[src/rtl/vid_sync_gen.sv]
module vid_sync_gen #(
  parameter int DW = 10,
  parameter int HW = 12,
  parameter int VW = 11
) (
  input  logic          clk,
  input  logic          rst_n,
  input  logic          cfg_interlaced,
  input  logic [HW-1:0] cfg_h_active,
  input  logic [HW-1:0] cfg_h_blank,
  input  logic [VW-1:0] cfg_v_active,
  input  logic [VW-1:0] cfg_v_blank0,
  input  logic [VW-1:0] cfg_v_blank1,
  input  logic [VW-1:0] cfg_anc_line,
  input  logic [VW-1:0] cfg_anc_line_f0,
  input  logic          pix_valid,
  input  logic [DW-1:0] pix_data,
  output logic          pix_ready,
  input  logic          anc_valid,
  input  logic [DW-1:0] anc_data,
  output logic          anc_ready,
  output logic [DW-1:0] vid_data,
  output logic          vid_trs,
  output logic [VW-1:0] vid_line
);
  localparam logic [DW-1:0] BLACK  = DW'(10'h040);
  localparam logic [DW-1:0] CHROMA = DW'(10'h200);
  localparam logic [DW-1:0] ONES   = {DW{1'b1}};

  logic [HW:0]   h;
  logic [VW-1:0] line;

  wire [HW:0] sav_at = {1'b0, cfg_h_blank} + (HW+1)'(4);
  wire [HW:0] act_at = sav_at + (HW+1)'(4);
  wire [HW:0] h_last = act_at + {1'b0, cfg_h_active} - (HW+1)'(1);

  wire in_eav = h < (HW+1)'(4);
  wire in_sav = (h >= sav_at) && (h < act_at);
  wire in_act = h >= act_at;
  wire in_trs = in_eav || in_sav;

  wire [VW:0] ln     = {1'b0, line};
  wire [VW:0] a0_end = {1'b0, cfg_v_blank0} + {1'b0, cfg_v_active};
  wire [VW:0] b1_end = a0_end + {1'b0, cfg_v_blank1};
  wire [VW:0] total  = cfg_interlaced ? b1_end + {1'b0, cfg_v_active} : a0_end;

  wire fld = cfg_interlaced && (ln > a0_end);
  wire vbl = (ln <= {1'b0, cfg_v_blank0}) || (fld && ln <= b1_end);
  wire [VW-1:0] anc_first = (cfg_interlaced && !fld) ? cfg_anc_line_f0 : cfg_anc_line;

  assign pix_ready = in_act && !vbl;
  assign anc_ready = in_act && vbl && (line >= anc_first);
  wire stall = pix_ready && !pix_valid;

  wire [1:0] trs_idx = in_eav ? h[1:0] : h[1:0] - sav_at[1:0];
  wire hb = in_eav;
  wire [DW-1:0] xyz = DW'({1'b1, fld, vbl, hb, vbl ^ hb, fld ^ hb, fld ^ vbl, fld ^ vbl ^ hb, 2'b00});
  wire fill_odd = in_act ? (h[0] ^ act_at[0]) : h[0];

  logic [DW-1:0] nxt;
  always_comb begin
    if (in_trs) begin
      case (trs_idx)
        2'd0:    nxt = ONES;
        2'd3:    nxt = xyz;
        default: nxt = '0;
      endcase
    end else if (pix_ready) begin
      nxt = pix_valid ? pix_data : BLACK;
    end else if (anc_ready && anc_valid) begin
      nxt = anc_data;
    end else begin
      nxt = fill_odd ? BLACK : CHROMA;
    end
  end

  always_ff @(posedge clk) begin
    if (!rst_n) begin
      h        <= '0;
      line     <= VW'(1);
      vid_data <= BLACK;
      vid_trs  <= 1'b0;
      vid_line <= VW'(1);
    end else begin
      vid_data <= nxt;
      vid_trs  <= in_trs && (trs_idx == 2'd0);
      vid_line <= line;
      if (!stall) begin
        if (h >= h_last) begin
          h    <= '0;
          line <= (ln >= total) ? VW'(1) : line + VW'(1);
        end else begin
          h <= h + (HW+1)'(1);
        end
      end
    end
  end

  assert_trs_is_3ff_R3: assert property (@(posedge clk) disable iff (!rst_n)
    vid_trs |-> vid_data == ONES);

  assert_trs_then_zero_R2: assert property (@(posedge clk) disable iff (!rst_n)
    vid_trs |=> (vid_data == '0 && !vid_trs));

  assert_one_taker_R7: assert property (@(posedge clk) disable iff (!rst_n)
    !(pix_ready && anc_ready));

  assert_anc_in_vblank_R9: assert property (@(posedge clk) disable iff (!rst_n)
    anc_ready |-> vbl);

  assert_stall_black_R8: assert property (@(posedge clk) disable iff (!rst_n)
    (pix_ready && !pix_valid) |=> (vid_data == BLACK && !vid_trs));

  assert_line_range_R5: assert property (@(posedge clk) disable iff (!rst_n)
    (vid_line != '0) && ({1'b0, vid_line} <= total));
endmodule

[config.mk]
export PLATFORM = sky130hd
export DESIGN_NAME = vid_sync_gen
export DESIGN_NICKNAME = d
export VERILOG_FILES = /design/src/rtl/vid_sync_gen.sv
export SDC_FILE = /design/constraint.sdc
export NUM_CORES = 1
export LEC_CHECK = 0
export ABC_AREA = 1
export BUFFER_PORTS_ARGS = -buffer_cell sky130_fd_sc_hd__buf_2
export CORE_MARGIN = 2
export CORE_UTILIZATION = 45
export CTS_CLUSTER_DIAMETER = 100
export DETAILED_ROUTE_END_ITERATION = 12
export PLACE_DENSITY = 0.64
export SETUP_SLACK_MARGIN = 0.3
export SLEW_MARGIN = 20
export SYNTH_ARGS = -nofsm -noshare
export SYNTH_HDL_FRONTEND = slang
export SYNTH_SLANG_ARGS = --single-unit
[constraint.sdc]
create_clock -name clk -period 13.87 [get_ports clk]
set_input_delay 2.774 -clock clk [delete_from_list [all_inputs] [get_ports clk]]
set_output_delay 2.774 -clock clk [all_outputs]
set_load 0.01 [all_outputs]
Yosys cells after proc, flatten, opt, wreduce, memory -nomap -nowiden. Cells that the tools add are included.

Input port bits: 104. Register bits: 46. Logic and storage cells: 61. Output and inout port bits: 24.

Bitwise operators: 6. Reduce and logical (&&, ||, !) cells: 17. Add/sub/neg operators: 10. Muxes and demuxes: 12. Equality and inequality tests: 1. Magnitude comparators: 10.

Operators with widths (count): 10-bit two-way mux (5); 13-bit >= comparator (3); 12-bit by 11-bit adder with 12-bit output (2); 11-bit two-way mux (2); 10-bit case mux with 2 select lines (1); 12-bit by 3-bit adder with 13-bit output (second input constant) (1); 13-bit by 1-bit adder with 13-bit output (second input constant) (1); 13-bit by 12-bit adder with 13-bit output (1); 13-bit by 3-bit adder with 13-bit output (second input constant) (1); 13-bit less-than comparator (1); 13-bit by 3-bit less-than comparator with 1-bit output (second input constant) (1); 13-bit two-way mux (1); 13-bit by 1-bit subtractor with 13-bit output (second input constant) (1); 11-bit by 11-bit adder with 12-bit output (1); 11-bit by 12-bit >= comparator with 1-bit output (1); 11-bit by 12-bit > comparator with 1-bit output (1); 11-bit by 12-bit less-or-equal comparator with 1-bit output (1); 12-bit two-way mux (1); 11-bit by 1-bit adder with 11-bit output (second input constant) (1); 11-bit >= comparator (1); 11-bit less-or-equal comparator (1); 1-bit logical AND (10); 1-bit XOR (5); 1-bit logical NOT (3); other kinds (8) (9).

Logic depth before layout (Yosys ltp).
Depth after elaboration: 12. Depth in mapped cells: 35. Depth with buffers taken out: 34.

Worst setup path after synthesis. OpenSTA, ideal clock, no wires.

Path type: input port to output port. Start point: in cfg_v_active[0]. End point: out anc_ready. Buffers on the path: 1. Stages: 28. Arrival: 6.483 ns. Data required time: 11.096 ns. Slack: 4.613 ns. Cells stage by stage: ha_1 fa_1 nand3_1 nand2_1 a21oi_1 o21bai_1 a21oi_1 o21bai_1 xor2_1 inv_1 ha_1 nand2_1 nor3_1 nand2_1 nand3_1 nand2_1 nand2_1 nand2_1 nand2_1 buf_2 mux2i_1 ha_1 nand2_1 inv_1 o311ai_0 nand4_1 nand2_1 nor2_4.

Longest elaborated chain between the ends: 8. Elaborated cells on any way between the ends: 13. Classes of those cells: add/sub (2); order compare (3); mux (1); reduce/logical (7).

RTL lines: start, declared (line 11) `input logic [VW-1:0] cfg_v_active,`; 11-bit by 11-bit adder with 12-bit output * (line 43) `wire [VW:0] a0_end = {1'b0, cfg_v_blank0} + {1'b0, cfg_v_active};`; 11-bit by 12-bit > comparator with 1-bit output (line 47) `wire fld = cfg_interlaced && (ln > a0_end);`; 1-bit logical AND (line 47); 1-bit logical NOT (line 49) `wire [VW-1:0] anc_first = (cfg_interlaced && !fld) ? cfg_anc_line_f0 : cfg_anc_line;`; 1-bit logical AND (line 49); 11-bit two-way mux (line 49); 11-bit >= comparator (line 52) `assign anc_ready = in_act && vbl && (line >= anc_first);`; 1-bit logical AND * (line 52); end, declared (line 21) `output logic anc_ready,`.

Mark *: on every way between the ends. The rest lies on a longest branch, timed or not.

Final worst setup path. Same ends and word-level chain as after synthesis.

==> reports/results.ini <==
[outcome]
status=completed

[setup_path]
worstRegToRegCells=26
critPathLaunchType=input pin
cp.required_ps=11100
cp-startpoint=cfg_v_active[0]
crit_fanout=11
crit_type=in -> out
worst_path_dominant_cell_family=simple AND/OR/NAND/NOR gates
path_depth=29
cp.arrival_ps=7520
crit_top_cell=nand2_1
slowest_delay_ps=470
r2r_start=line[2]
slowest_stage=nand2_1
end_kind=primary output
path_buf_inv=3

[cts]
cts.sink_count=46
cts_setup_buffers=0
cts-root-buf=clkbuf_16
clk_latency_ps=280
ctsResizeCount=0
cts_buffer_depth=2
cts_hold_buf=0
clkTransAtPathRegs_ps=60
tritoncts=built
cts_buffers=5
h-tree-depth=2

[place]
gp_congestion=0.900
pre_cts_ws_ps=3560
numPortBuffers=127
place_area_um2=8160
dp_cells=1413
dp_hpwl_um=16300

[grt]
grt_pass1_wl_um=31700
gr-total-overflow=0
grt_util_all_layers_pct=22.0
grt_max_degree=28
first_global_vias=6513
antenna_found_initial=0

[cells_and_area]
final_cell_mix=nand2_1, inv_1, ha_1, buf_2, a21oi_1
final_common_cell=nand2_1
diodes=0
final_cells=1421
nets=1467
layout-drive-gt1-share_pct=13.7
syn_to_final_growth_pct=13.4
finalInstanceArea_um2=8320

[logic_synthesis]
async_flop_share_pct=0
syn_area_um2=7340
yosysTopAreaCellShare_pct=26.4
ys_ff_latch=46
yosysSeqAreaShare_pct=12.5
synth_largest_area_cell=ha_1
syn_avg_cell_area_um2=6.76
synthFlopType=dfxtp_1
synth_area_leaders=ha_1, dfxtp_1, nand2_1, inv_1, a21oi_1
ys_warn_count=0
synth_nets=1348
synth-edff-count=0
synth_cells=1085
yosysUniqueCellTypes=52

[floorplanning]
fp.dieW_um=132
start_util_pct=46.2
row_count=46
pin_count=128
die_h_um=132
die-area_um2=17300
core_area_um2=15900

[timing]
tightest_slew_ps=952
clock_skew_ps=3.24
rsz0062_at_grt=false
max-slew-margin-rel_pct=36.5
layout_setup_ws_ps=3580
period_share_pct=74.2
setup_violations=0
min_period_ps=10290
fmax_mhz=97.2
finalSetupTns_ps=0
hold_violations=0
finalMaxSlewViolations=0

[pwr]
p_per_area_nw_per_um2=83.0
ir_worst_vdd_mv=0.0473
p_leak_uw=0.00456
p_total_uw=691

[drt]
vias_per_cell=5.02
routed_wl_um=19300
ant_nets=0
wl_per_cell_um=13.6
drt_iter0_drc=378
vias=7139
first_pass_iters=5
drc_errors=0

[worst_hold_path]
hp-class=reg -> reg
hold_start=h[11]
holdPathStages=2

[run]
drv_cap=0

==> registers in the layout (all words and copies together), names as in the netlist <==
register,count
h,13
line,11
vid_line,11
vid_data,10
vid_trs,1
==> through the flow <==
step | utilization, % | hold slack (ps)
4_1_cts | 52.4 | 554
5_1_grt | 52.4 | 599
6_report | 52.4 | 551
3_3_place_gp | 51.4 | 533
2_1_floorplan | - | 489
3_5_place_dp | 51.4 | 540
==> final timing paths <==
kind | endpoint | slack, ps
setup / recovery | anc_ready | 3580
hold / removal | h[11] | 550
setup reg to reg | vid_data[9] | 9770
hold reg to reg | h[11] | 550
==> worst reg2reg max path: cells and delay by family, from the launching register on <==
family                   cells  cell delay, ps
AND/OR/NAND/NOR             18            1740
multiplexers                 1             290
adder cells (fa/ha/maj)      2             620
buffers and inverters        3             190
AO/OA/AOI/OAI                2             490
flip-flops                   1             670
==> cells in the mapped netlist, types with 3 or more instances <==
master and n:
a211oi_1 4, a21o_1 6, a21oi_1 103, buf_2 3, clkbuf_1 8, dfxtp_1 46
fa_1 4, ha_1 155, inv_1 173, inv_2 6, mux2i_1 10, nand2_1 241
nand2_2 3, nand2_4 4, nand3_1 55, nand3b_1 9, nand4_1 20, nor2_1 56
nor2_4 3, nor3_1 19, nor3_2 5, nor4_1 9, o21ai_0 36, o21ai_1 3
o21bai_1 13, xnor2_1 12, xor2_1 49
==> where the power goes <==
part	internal, uW	switching, uW
sequential	138	2.95
combinational	163	255
clock	85.2	47.1
total	386	305
==> metal layers <==
metal | track usage (%) | vias up | routed length, um | part of all wire [%]
li1 | - | 3850 | - | -
met5 | 0 | - | 0 | 0
met2 | 34.9 | 151 | 8310 | 43
met4 | 2.29 | 0 | 118 | 0.61
met3 | 2.24 | 10 | 926 | 4.8
met1 | 33.1 | 3128 | 9950 | 52
==> logic make-up (layout without fill, tap and decap cells) <==
logic type / after synthesis / count (layout) / synth area share [%]
compound gates: 182 / 182 / 14.1
xor+xnor: 62 / 62 / 7.60
fa+ha+maj: 159 / 159 / 27.5
buf+inv: 195 / 315 / 10.3
flops: 46 / 46 / 12.5
mux: 11 / 11 / 1.52
simple gates: 430 / 430 / 26.4
==> final cells by class <==
class / count / area (um^2)
flip-flops and latches: 46 / 921
clock buffers: 7 / 133
clock inverters: 1 / 30.0
inverters: 180 / 676
repair buffers: 127 / 636
multi-input cells: 844 / 5660
well taps: 216 / 270
fillers: 1653 / 7560
Power figures use the tool's default switching activity.
